[config.mk]
export PLATFORM = sky130hd
export DESIGN_NAME = stop_wake_ctrl
export DESIGN_NICKNAME = d
export VERILOG_FILES = /design/src/rtl/swk_pkg.sv /design/src/rtl/swk_cfg_reg.sv /design/src/rtl/swk_src_mux.sv /design/src/rtl/swk_seq.sv /design/src/rtl/stop_wake_ctrl.sv
export SDC_FILE = /design/constraint.sdc
export NUM_CORES = 1
export LEC_CHECK = 0
export BUFFER_PORTS_ARGS = -buffer_cell sky130_fd_sc_hd__buf_2
export CELL_PAD_IN_SITES_DETAIL_PLACEMENT = 1
export CELL_PAD_IN_SITES_GLOBAL_PLACEMENT = 2
export CORE_ASPECT_RATIO = 2
export CORE_MARGIN = 2
export CORE_UTILIZATION = 29
export DETAILED_ROUTE_END_ITERATION = 10
export PLACE_DENSITY_LB_ADDON = 0.1
export SYNTH_ARGS = -nofsm -noshare
export SYNTH_HDL_FRONTEND = slang
export SYNTH_SLANG_ARGS = --single-unit
[constraint.sdc]
create_clock -name clk -period 4.7 [get_ports clk]
set_input_delay 0.705 -clock clk [delete_from_list [all_inputs] [get_ports clk]]
set_output_delay 0.705 -clock clk [all_outputs]
set_load 0.01 [all_outputs]
[src/rtl/swk_pkg.sv]
package swk_pkg;
  localparam int CFG_W    = 8;
  localparam int P2_W     = 8;
  localparam int P2_LO_W  = 4;
  localparam int P3_W     = 4;
  localparam int SRC_W    = 3;
  localparam int WARM_BIT = 7;
  localparam int LVL_BIT  = 6;
  localparam int DLY_BIT  = 5;
  localparam int SRC_LSB  = 2;
  localparam logic [CFG_W-1:0] CFG_DEFAULT = 8'h20;

  typedef enum logic [SRC_W-1:0] {
    SRC_NONE   = 3'd0,
    SRC_P3B0   = 3'd1,
    SRC_P3B1   = 3'd2,
    SRC_P3B2   = 3'd3,
    SRC_P3B3   = 3'd4,
    SRC_P2B7   = 3'd5,
    SRC_NOR_LO = 3'd6,
    SRC_NOR_ALL= 3'd7
  } wake_src_e;

  typedef enum logic [1:0] {
    ST_RUN   = 2'd0,
    ST_STOP  = 2'd1,
    ST_DELAY = 2'd2
  } swk_state_e;
endpackage

[src/rtl/swk_cfg_reg.sv]
module swk_cfg_reg
  import swk_pkg::*;
(
  input  logic             clk,
  input  logic             rst,
  input  logic             ext_rst_i,
  input  logic             wr_en_i,
  input  logic [CFG_W-1:0] wr_data_i,
  input  logic             stopped_i,
  input  logic             enter_i,
  output logic [CFG_W-1:0] cfg_o
);
  logic [CFG_W-1:0] cfg_q;

  always_ff @(posedge clk) begin
    if (rst || ext_rst_i) begin
      cfg_q <= CFG_DEFAULT;
    end else begin
      if (wr_en_i && !stopped_i)
        cfg_q[WARM_BIT-1:SRC_LSB] <= wr_data_i[WARM_BIT-1:SRC_LSB];
      if (enter_i)
        cfg_q[WARM_BIT] <= 1'b1;
      cfg_q[SRC_LSB-1:0] <= '0;
    end
  end

  assign cfg_o = cfg_q;


  wr_stop_ignored_chk: assert property (@(posedge clk) disable iff (rst)
    (stopped_i && wr_en_i && !ext_rst_i) |=> $stable(cfg_q[WARM_BIT-1:0]));


  warm_on_entry_chk: assert property (@(posedge clk) disable iff (rst)
    (enter_i && !ext_rst_i) |=> cfg_q[WARM_BIT]);


  warm_ro_chk: assert property (@(posedge clk) disable iff (rst)
    (!enter_i && !ext_rst_i) |=> $stable(cfg_q[WARM_BIT]));
endmodule

[src/rtl/swk_src_mux.sv]
module swk_src_mux
  import swk_pkg::*;
(
  input  logic             clk,
  input  logic             rst,
  input  logic [P2_W-1:0]  p2_i,
  input  logic [P3_W-1:0]  p3_i,
  input  logic [P3_W-2:0]  p3_ana_i,
  input  logic [SRC_W-1:0] src_i,
  input  logic             lvl_i,
  output logic             act_o
);
  logic [P3_W-1:0] p3_hit;
  logic            nor_lo, nor_all, sel_act, act_q;

  assign p3_hit[0] = (p3_i[0] == lvl_i);
  for (genvar i = 1; i < P3_W; i++) begin : g_p3_gate
    assign p3_hit[i] = (p3_i[i] == lvl_i) && !p3_ana_i[i-1];
  end

  assign nor_lo  = ~|p2_i[P2_LO_W-1:0];
  assign nor_all = ~|p2_i;

  always_comb begin
    unique case (wake_src_e'(src_i))
      SRC_NONE:    sel_act = 1'b0;
      SRC_P3B0:    sel_act = p3_hit[0];
      SRC_P3B1:    sel_act = p3_hit[1];
      SRC_P3B2:    sel_act = p3_hit[2];
      SRC_P3B3:    sel_act = p3_hit[3];
      SRC_P2B7:    sel_act = (p2_i[P2_W-1] == lvl_i);
      SRC_NOR_LO:  sel_act = (nor_lo == lvl_i);
      SRC_NOR_ALL: sel_act = (nor_all == lvl_i);
      default:     sel_act = 1'b0;
    endcase
  end

  always_ff @(posedge clk) begin
    if (rst) act_q <= 1'b0;
    else     act_q <= sel_act;
  end

  assign act_o = act_q;


  none_src_chk: assert property (@(posedge clk) disable iff (rst)
    (src_i == SRC_NONE) |=> !act_q);


  ana_block_chk: assert property (@(posedge clk) disable iff (rst)
    (src_i == SRC_P3B1 && p3_ana_i[0]) |=> !act_q);
endmodule

[src/rtl/swk_seq.sv]
module swk_seq
  import swk_pkg::*;
#(
  parameter int FAST_CYC = 5,
  parameter int DLY_CYC  = 64
) (
  input  logic clk,
  input  logic rst,
  input  logic ext_rst_i,
  input  logic stop_req_i,
  input  logic act_i,
  input  logic delay_en_i,
  output logic enter_o,
  output logic stopped_o,
  output logic restart_o
);
  localparam int QW = (FAST_CYC > 1) ? $clog2(FAST_CYC) : 1;
  localparam int DW = (DLY_CYC > 1) ? $clog2(DLY_CYC) : 1;
  localparam logic [QW-1:0] Q_LAST = QW'(FAST_CYC - 1);
  localparam logic [DW-1:0] D_LAST = DW'(DLY_CYC - 1);

  swk_state_e    state_q;
  logic [QW-1:0] qcnt_q;
  logic [DW-1:0] dcnt_q;
  logic          restart_q;

  assign enter_o   = (state_q == ST_RUN) && stop_req_i && !ext_rst_i;
  assign stopped_o = (state_q != ST_RUN);
  assign restart_o = restart_q;

  always_ff @(posedge clk) begin
    if (rst) begin
      state_q   <= ST_RUN;
      qcnt_q    <= '0;
      dcnt_q    <= '0;
      restart_q <= 1'b0;
    end else begin
      restart_q <= 1'b0;
      if (ext_rst_i) begin
        if (state_q != ST_RUN) restart_q <= 1'b1;
        state_q <= ST_RUN;
      end else begin
        unique case (state_q)
          ST_RUN: begin
            if (stop_req_i) begin
              state_q <= ST_STOP;
              qcnt_q  <= '0;
            end
          end
          ST_STOP: begin
            if (!act_i) begin
              qcnt_q <= '0;
            end else if (delay_en_i) begin
              state_q <= ST_DELAY;
              dcnt_q  <= '0;
            end else if (qcnt_q == Q_LAST) begin
              state_q   <= ST_RUN;
              restart_q <= 1'b1;
            end else begin
              qcnt_q <= qcnt_q + 1'b1;
            end
          end
          ST_DELAY: begin
            if (dcnt_q == D_LAST) begin
              state_q   <= ST_RUN;
              restart_q <= 1'b1;
            end else begin
              dcnt_q <= dcnt_q + 1'b1;
            end
          end
          default: state_q <= ST_RUN;
        endcase
      end
    end
  end


  pulse_one_chk: assert property (@(posedge clk) disable iff (rst)
    restart_o |=> !restart_o);


  fall_with_restart_chk: assert property (@(posedge clk) disable iff (rst)
    $fell(stopped_o) |-> restart_o);


  fast_needs_act_chk: assert property (@(posedge clk) disable iff (rst)
    (state_q == ST_STOP && !delay_en_i && !act_i && !ext_rst_i) |=> !restart_o);


  delay_hold_chk: assert property (@(posedge clk) disable iff (rst)
    (state_q == ST_DELAY && dcnt_q != D_LAST && !ext_rst_i) |=> stopped_o);
endmodule

[src/rtl/stop_wake_ctrl.sv]
module stop_wake_ctrl
  import swk_pkg::*;
#(
  parameter int FAST_CYC = 5,
  parameter int DLY_CYC  = 64
) (
  input  logic             clk,
  input  logic             rst,
  input  logic             ext_rst_i,
  input  logic             wr_en_i,
  input  logic [CFG_W-1:0] wr_data_i,
  output logic [CFG_W-1:0] rd_data_o,
  input  logic             stop_req_i,
  input  logic [P2_W-1:0]  p2_i,
  input  logic [P3_W-1:0]  p3_i,
  input  logic [P3_W-2:0]  p3_ana_i,
  output logic             stop_o,
  output logic             restart_o
);
  logic [CFG_W-1:0] cfg;
  logic             enter, stopped, act;

  swk_cfg_reg u_cfg (
    .clk       (clk),
    .rst       (rst),
    .ext_rst_i (ext_rst_i),
    .wr_en_i   (wr_en_i),
    .wr_data_i (wr_data_i),
    .stopped_i (stopped),
    .enter_i   (enter),
    .cfg_o     (cfg)
  );

  swk_src_mux u_mux (
    .clk      (clk),
    .rst      (rst),
    .p2_i     (p2_i),
    .p3_i     (p3_i),
    .p3_ana_i (p3_ana_i),
    .src_i    (cfg[SRC_LSB+SRC_W-1:SRC_LSB]),
    .lvl_i    (cfg[LVL_BIT]),
    .act_o    (act)
  );

  swk_seq #(.FAST_CYC(FAST_CYC), .DLY_CYC(DLY_CYC)) u_seq (
    .clk        (clk),
    .rst        (rst),
    .ext_rst_i  (ext_rst_i),
    .stop_req_i (stop_req_i),
    .act_i      (act),
    .delay_en_i (cfg[DLY_BIT]),
    .enter_o    (enter),
    .stopped_o  (stopped),
    .restart_o  (restart_o)
  );

  assign rd_data_o = cfg;
  assign stop_o    = stopped;
endmodule

## Word-level counts from Yosys, hierarchy flattened

Index checks and enable logic that the tools add are counted.
W data, S select, Z words.

- Bits in registers: 21
- Latch bits: 0
- Memory bits (writable): 0
- ROM bits: 0
- Input bits: 28
- Output and inout bits: 10
- Logic and storage cells: 85
- Memories: 0

- $add $sub $neg: 2
- Multiply operators: 0
- Div/mod/pow operators: 0
- Order comparisons: 0
- Equal/unequal tests: 26
- Shift-type cells: 0
- Multiplexer cells: 23
- Bitwise gates (word level): 1
- Reductions and logical operators: 25

Operators with widths:

| operator | number |
|---|---|
| $mux W6 | 3 |
| $eq A3 B3 Y1 const B | 5 |
| $mux W3 | 4 |
| $pmux W6 S2 | 1 |
| $mux W2 | 5 |
| $reduce_and A5 Y1 | 2 |
| $ne A2 B2 Y1 const B | 4 |
| $pmux W1 S8 | 1 |
| $reduce_or A8 Y1 | 1 |
| $eq A1 B1 Y1 | 7 |
| $logic_not A1 Y1 | 7 |
| $add A6 B1 Y6 const B | 1 |
| $eq A3 B2 Y1 const B | 2 |
| $eq A6 B6 Y1 const B | 1 |
| $logic_and A1 B1 Y1 | 6 |
| $mux W1 | 6 |
| $ne A3 B3 Y1 const B | 2 |
| $pmux W2 S3 | 1 |
| $pmux W3 S2 | 1 |
| $reduce_bool A2 Y1 | 3 |
| $reduce_and A4 Y1 | 1 |
| $reduce_or A4 Y1 | 1 |
| $add A3 B1 Y3 const B | 1 |
| $eq A3 B1 Y1 const B | 1 |
| 10 further kinds | 10 |

## Logic depth before layout (Yosys ltp)

- Depth after elaboration: 6
- Depth in mapped cells: 7
- Depth with buffers taken out: 7

## Cells and area by module

Synthesis repeated with hierarchy kept, for this count alone.

- Cell total of the unflattened synthesis: 132
- Area, all modules: 1,192.4 µm²

By module, submodules not included:

| module | times used | cells each | area an instance (µm²) |
|---|---|---|---|
| swk_seq | 1 | 84 | 737.0 |
| swk_cfg_reg | 1 | 23 | 249.0 |
| swk_src_mux | 1 | 25 | 206.4 |

## Least setup slack after synthesis

OpenSTA, ideal clock, no wires.

- Kind: input -> register
- From: input p2_i[1]
- To: register u_mux.act_q (netlist: u_mux.act_o)
- Setup time: 130 ps
- Data arrival time: 1,784 ps
- Required time: 4,570 ps
- Setup slack: 2,786 ps
- Stages: 5
- Buffers on the path: 0
- Cells stage by stage: or4_1 and3_1 a41oi_2 o311a_2 a21oi_2

- Word-level cells in the longest chain between the ends: 4
- Elaborated cells on any way between the ends: 7
- Classes of those cells: 2 x eq/ne; 1 x mux; 4 x reduce/logical

Ends and longest elaborated chain:

| what | RTL line | RTL |
|---|---|---|
| start: declaration | stop_wake_ctrl.sv:14 | `input logic [P2_W-1:0] p2_i,` |
| $reduce_or A8 Y1 / $reduce_or A4 Y1 (equally long branches) | swk_src_mux.sv:22, swk_src_mux.sv:21 |  |
| $logic_not A1 Y1, on equally long branches | swk_src_mux.sv:22, swk_src_mux.sv:21 |  |
| $eq A1 B1 Y1, on equally long branches | swk_src_mux.sv:33, swk_src_mux.sv:32 |  |
| $pmux W1 S8 * | swk_src_mux.sv:25 | `unique case (wake_src_e'(src_i))` |
| end signal: assignment | swk_src_mux.sv:40 | `else act_q <= sel_act;` |
| end: declaration | swk_src_mux.sv:14 | `logic nor_lo, nor_all, sel_act, act_q;` |

Every way passes the cells marked *; elsewhere a longest branch is shown, timed or not.
A chain may end at the register's enable or synchronous reset.

## Worst setup path in the final report

- From: register u_seq.state_q[0]
- To: output stop_o

- Word-level cells in the longest chain between the ends: 1

Ends and longest elaborated chain:

| what | RTL line | RTL |
|---|---|---|
| start: declaration | swk_seq.sv:22 | `swk_state_e state_q;` |
| start signal: assignment | swk_seq.sv:33 | `state_q <= ST_RUN;` |
| start signal: assignment | swk_seq.sv:41 | `state_q <= ST_RUN;` |
| start signal: assignment | swk_seq.sv:46 | `state_q <= ST_STOP;` |
| $reduce_bool A2 Y1 | swk_seq.sv:28 | `assign stopped_o = (state_q != ST_RUN);` |
| end: declaration | stop_wake_ctrl.sv:17 | `output logic stop_o,` |

No other way between the ends.

==> impl_metrics.json <==
{
  "io_buffer_count": 32,
  "n_antenna_cell": 0,
  "grt_overflow_total": 0,
  "holdPathEnd": "u_cfg.cfg_o[7]$_SDFFE_PP0P_",
  "grt_max_degree": 12,
  "clock-sinks": 19,
  "maxCapViolCount": 0,
  "dieHeight_um": 92.27,
  "setup_viol": 0,
  "start_util_pct": 29.70,
  "wirelength_mm": 3.138,
  "timing.setup.tns_ns": 0,
  "p_leak_nw": 0.5326,
  "fin_cells": 219,
  "worst_pin_slew_ns": 0.5192,
  "cts_made_buffers": 3,
  "period_minus_slack_ns": 2.110,
  "synth_ff_type": "dfxtp_1",
  "fmax_mhz": 474.0,
  "critPathMaxFanout": 11,
  "clk_path_buf_depth": 2,
  "drc_errors": 0,
  "core.rowCount": 32,
  "slew_headroom_pct": 65.33,
  "coreArea_mm2": 0.003804,
  "synth-edff-count": 0,
  "hold_start": "u_cfg.cfg_o[7]$_SDFFE_PP0P_",
  "placed_area_mm2": 0.001313,
  "ys_seq_area_share_pct": 33.67,
  "slowest_delay_ns": 0.41,
  "vias": 1107,
  "crit_top_cell": "inv_1",
  "min_path_type": "reg -> reg",
  "cts.clk_slew.worst_paths_ns": 0.08,
  "r2r_slack_ns": 2.89,
  "yosys_warnings": 0,
  "skew_ns": 0.005824,
  "worst_ep_required_time_ns": 3.99,
  "cts_resized": 0,
  "grt_pass1_vias": 1146,
  "dp.cells": 215,
  "reg2reg_from": "u_seq.state_q[0]$_SDFFE_PP0P_",
  "drt_first_pass_iters": 2,
  "die-area_mm2": 0.004441,
  "cts_hold_buf": 0,
  "cts_setup_buffers": 0,
  "status": "finished, final reports clean",
  "ys_seq_elements": 19,
  "vias_per_cell": 5.055,
  "nets": 203,
  "r2r_end": "u_seq.dcnt_q[2]$_SDFFE_PP0P_",
  "syn_area_mm2": 0.001130,
  "fin_util_pct": 35.72,
  "timing.hold.ws_ns": 0.4689,
  "hold_depth": 2,
  "rr_worst_depth": 7,
  "crit_path_start": "u_seq.state_q[0]$_SDFFE_PP0P_",
  "cp_slowest_cell": "ha_1",
  "final_antenna_net_count": 0,
  "ir_drop_mv": 0.1778,
  "wl_per_cell_um": 14.33,
  "cp-start-kind": "flop",
  "drt_iter0_markers": 11,
  "drive_gt1_share_pct": 27.38,
  "period_share_pct": 44.88,
  "cts_root_buffer": "clkbuf_8",
  "ioPinCount": 38,
  "critPathArrivalTime_ns": 1.40,
  "hold_viol": 0,
  "slew_violations": 0,
  "grt_pass1_wl_mm": 4.933,
  "final_cell_area_mm2": 0.001359,
  "grt_usage_pct": 15.80,
  "ys_types": 43,
  "cts_tree": "yes",
  "die_x_um": 48.14,
  "synthArstFlopShare_pct": 0,
  "syn_inst": 139,
  "worstPathCellList": "inv_1 -> ha_1 -> inv_1 -> buf_2",
  "hpwl_mm": 2.652,
  "area_delta_synth_final_pct": 20.27,
  "crit_type": "reg -> out",
  "clkLatencyLatePin_ns": 0.27,
  "power_density_mw_per_mm2": 249.6,
  "syn_area_per_cell_um2": 8.128,
  "gp_congestion": 0.7743,
  "rsz0062_at_grt": "false",
  "antenna_found_initial": 0,
  "h-tree-depth": 1,
  "worstSetupEndpointType": "output port"
}
==> worst max-delay path by stage <==
stage,to,cells after the start
2_1_floorplan,u_mux.act_o$_SDFF_PP0_,5
3_3_place_gp,u_mux.act_o$_SDFF_PP0_,6
3_5_place_dp,u_mux.act_o$_SDFF_PP0_,6
4_1_cts,stop_o,4
5_1_grt,stop_o,4
6_report,stop_o,4
==> critical path, delay by kind of cell (launching register included) <==
kind                       cells  cell delay, ns
adders and majority gates      1            0.41
DFF                            1            0.34
buffers and inverters          3            0.40
==> sequential cells by signal, indices dropped and copies added, names as in the netlist <==
name / cells
u_seq.state_q: 2
u_mux.act_o: 1
u_cfg.cfg_o: 6
u_seq.restart_o: 1
u_seq.qcnt_q: 3
u_seq.dcnt_q: 6
==> cell usage in the layout (no fill, tap or decap), drive strengths merged, types with 3 or more instances in the layout <==
master,instances
buf,32
dfxtp,19
nand2,15
a21oi,14
nand3,13
nor2,12
inv,7
ha,6
o21ai,5
xnor2,4
a22oi,3
or3,3
clkbuf,3
==> cell usage after synthesis (all sizes together), types with 2 or more instances <==
cell type,number,area share [%]
dfxtp,19,34
nand2,15,5.0
a21oi,14,6.5
nand3,13,6.6
nor2,12,4.0
inv,7,2.3
ha,6,6.6
o21ai,5,2.2
buf,4,2.7
clkbuf,4,1.3
xnor2,4,3.1
a22oi,3,2.0
or3,3,1.7
mux2i,2,1.8
nor2b,2,1.1
nor3,2,0.89
or2,2,1.1
==> where the power goes <==
part           switching, mW  total [mW]  internal [mW]
clock network         0.0612       0.120         0.0592
registers            0.00485       0.169          0.164
logic                 0.0272      0.0496         0.0224
total                 0.0932       0.339          0.246
==> through the flow <==
stage / power (mW) / setup WS, ns
after global routing: 0.3578 / 2.504
after CTS: 0.3438 / 2.575
after floorplan: 0.2035 / 2.786
after global placement: 0.2221 / 2.639
final: 0.3391 / 2.590
after detailed placement: 0.2240 / 2.657
==> logic make-up after synthesis <==
kind of cell / Yosys count / synth area share (%)
fa+ha+maj: 6 / 6.644
simple gates: 58 / 26.69
flops: 19 / 33.67
buf+inv: 15 / 6.312
compound gates: 33 / 20.49
other cells: 1 / 0.3319
xor+xnor: 4 / 3.100
mux: 3 / 2.769
==> layer usage <==
metal / track usage (%) / part of all wire [%]
met3: 1.969 / 2.9
met4: 7.432 / 2.4
met1: 12.50 / 30
met2: 31.89 / 64
met5: 0 / 0
==> cell type report <==
cell class | instances | area [um2]
tap | 51 | 63.81
clock buffer | 3 | 41.29
multi-input combinational | 106 | 681.9
timing repair buffer | 32 | 160.2
sequential | 19 | 380.4
inverter | 7 | 26.28
fill | 497 | 2445
clock inverter | 1 | 5.005
Power figures use the tool's default switching activity.
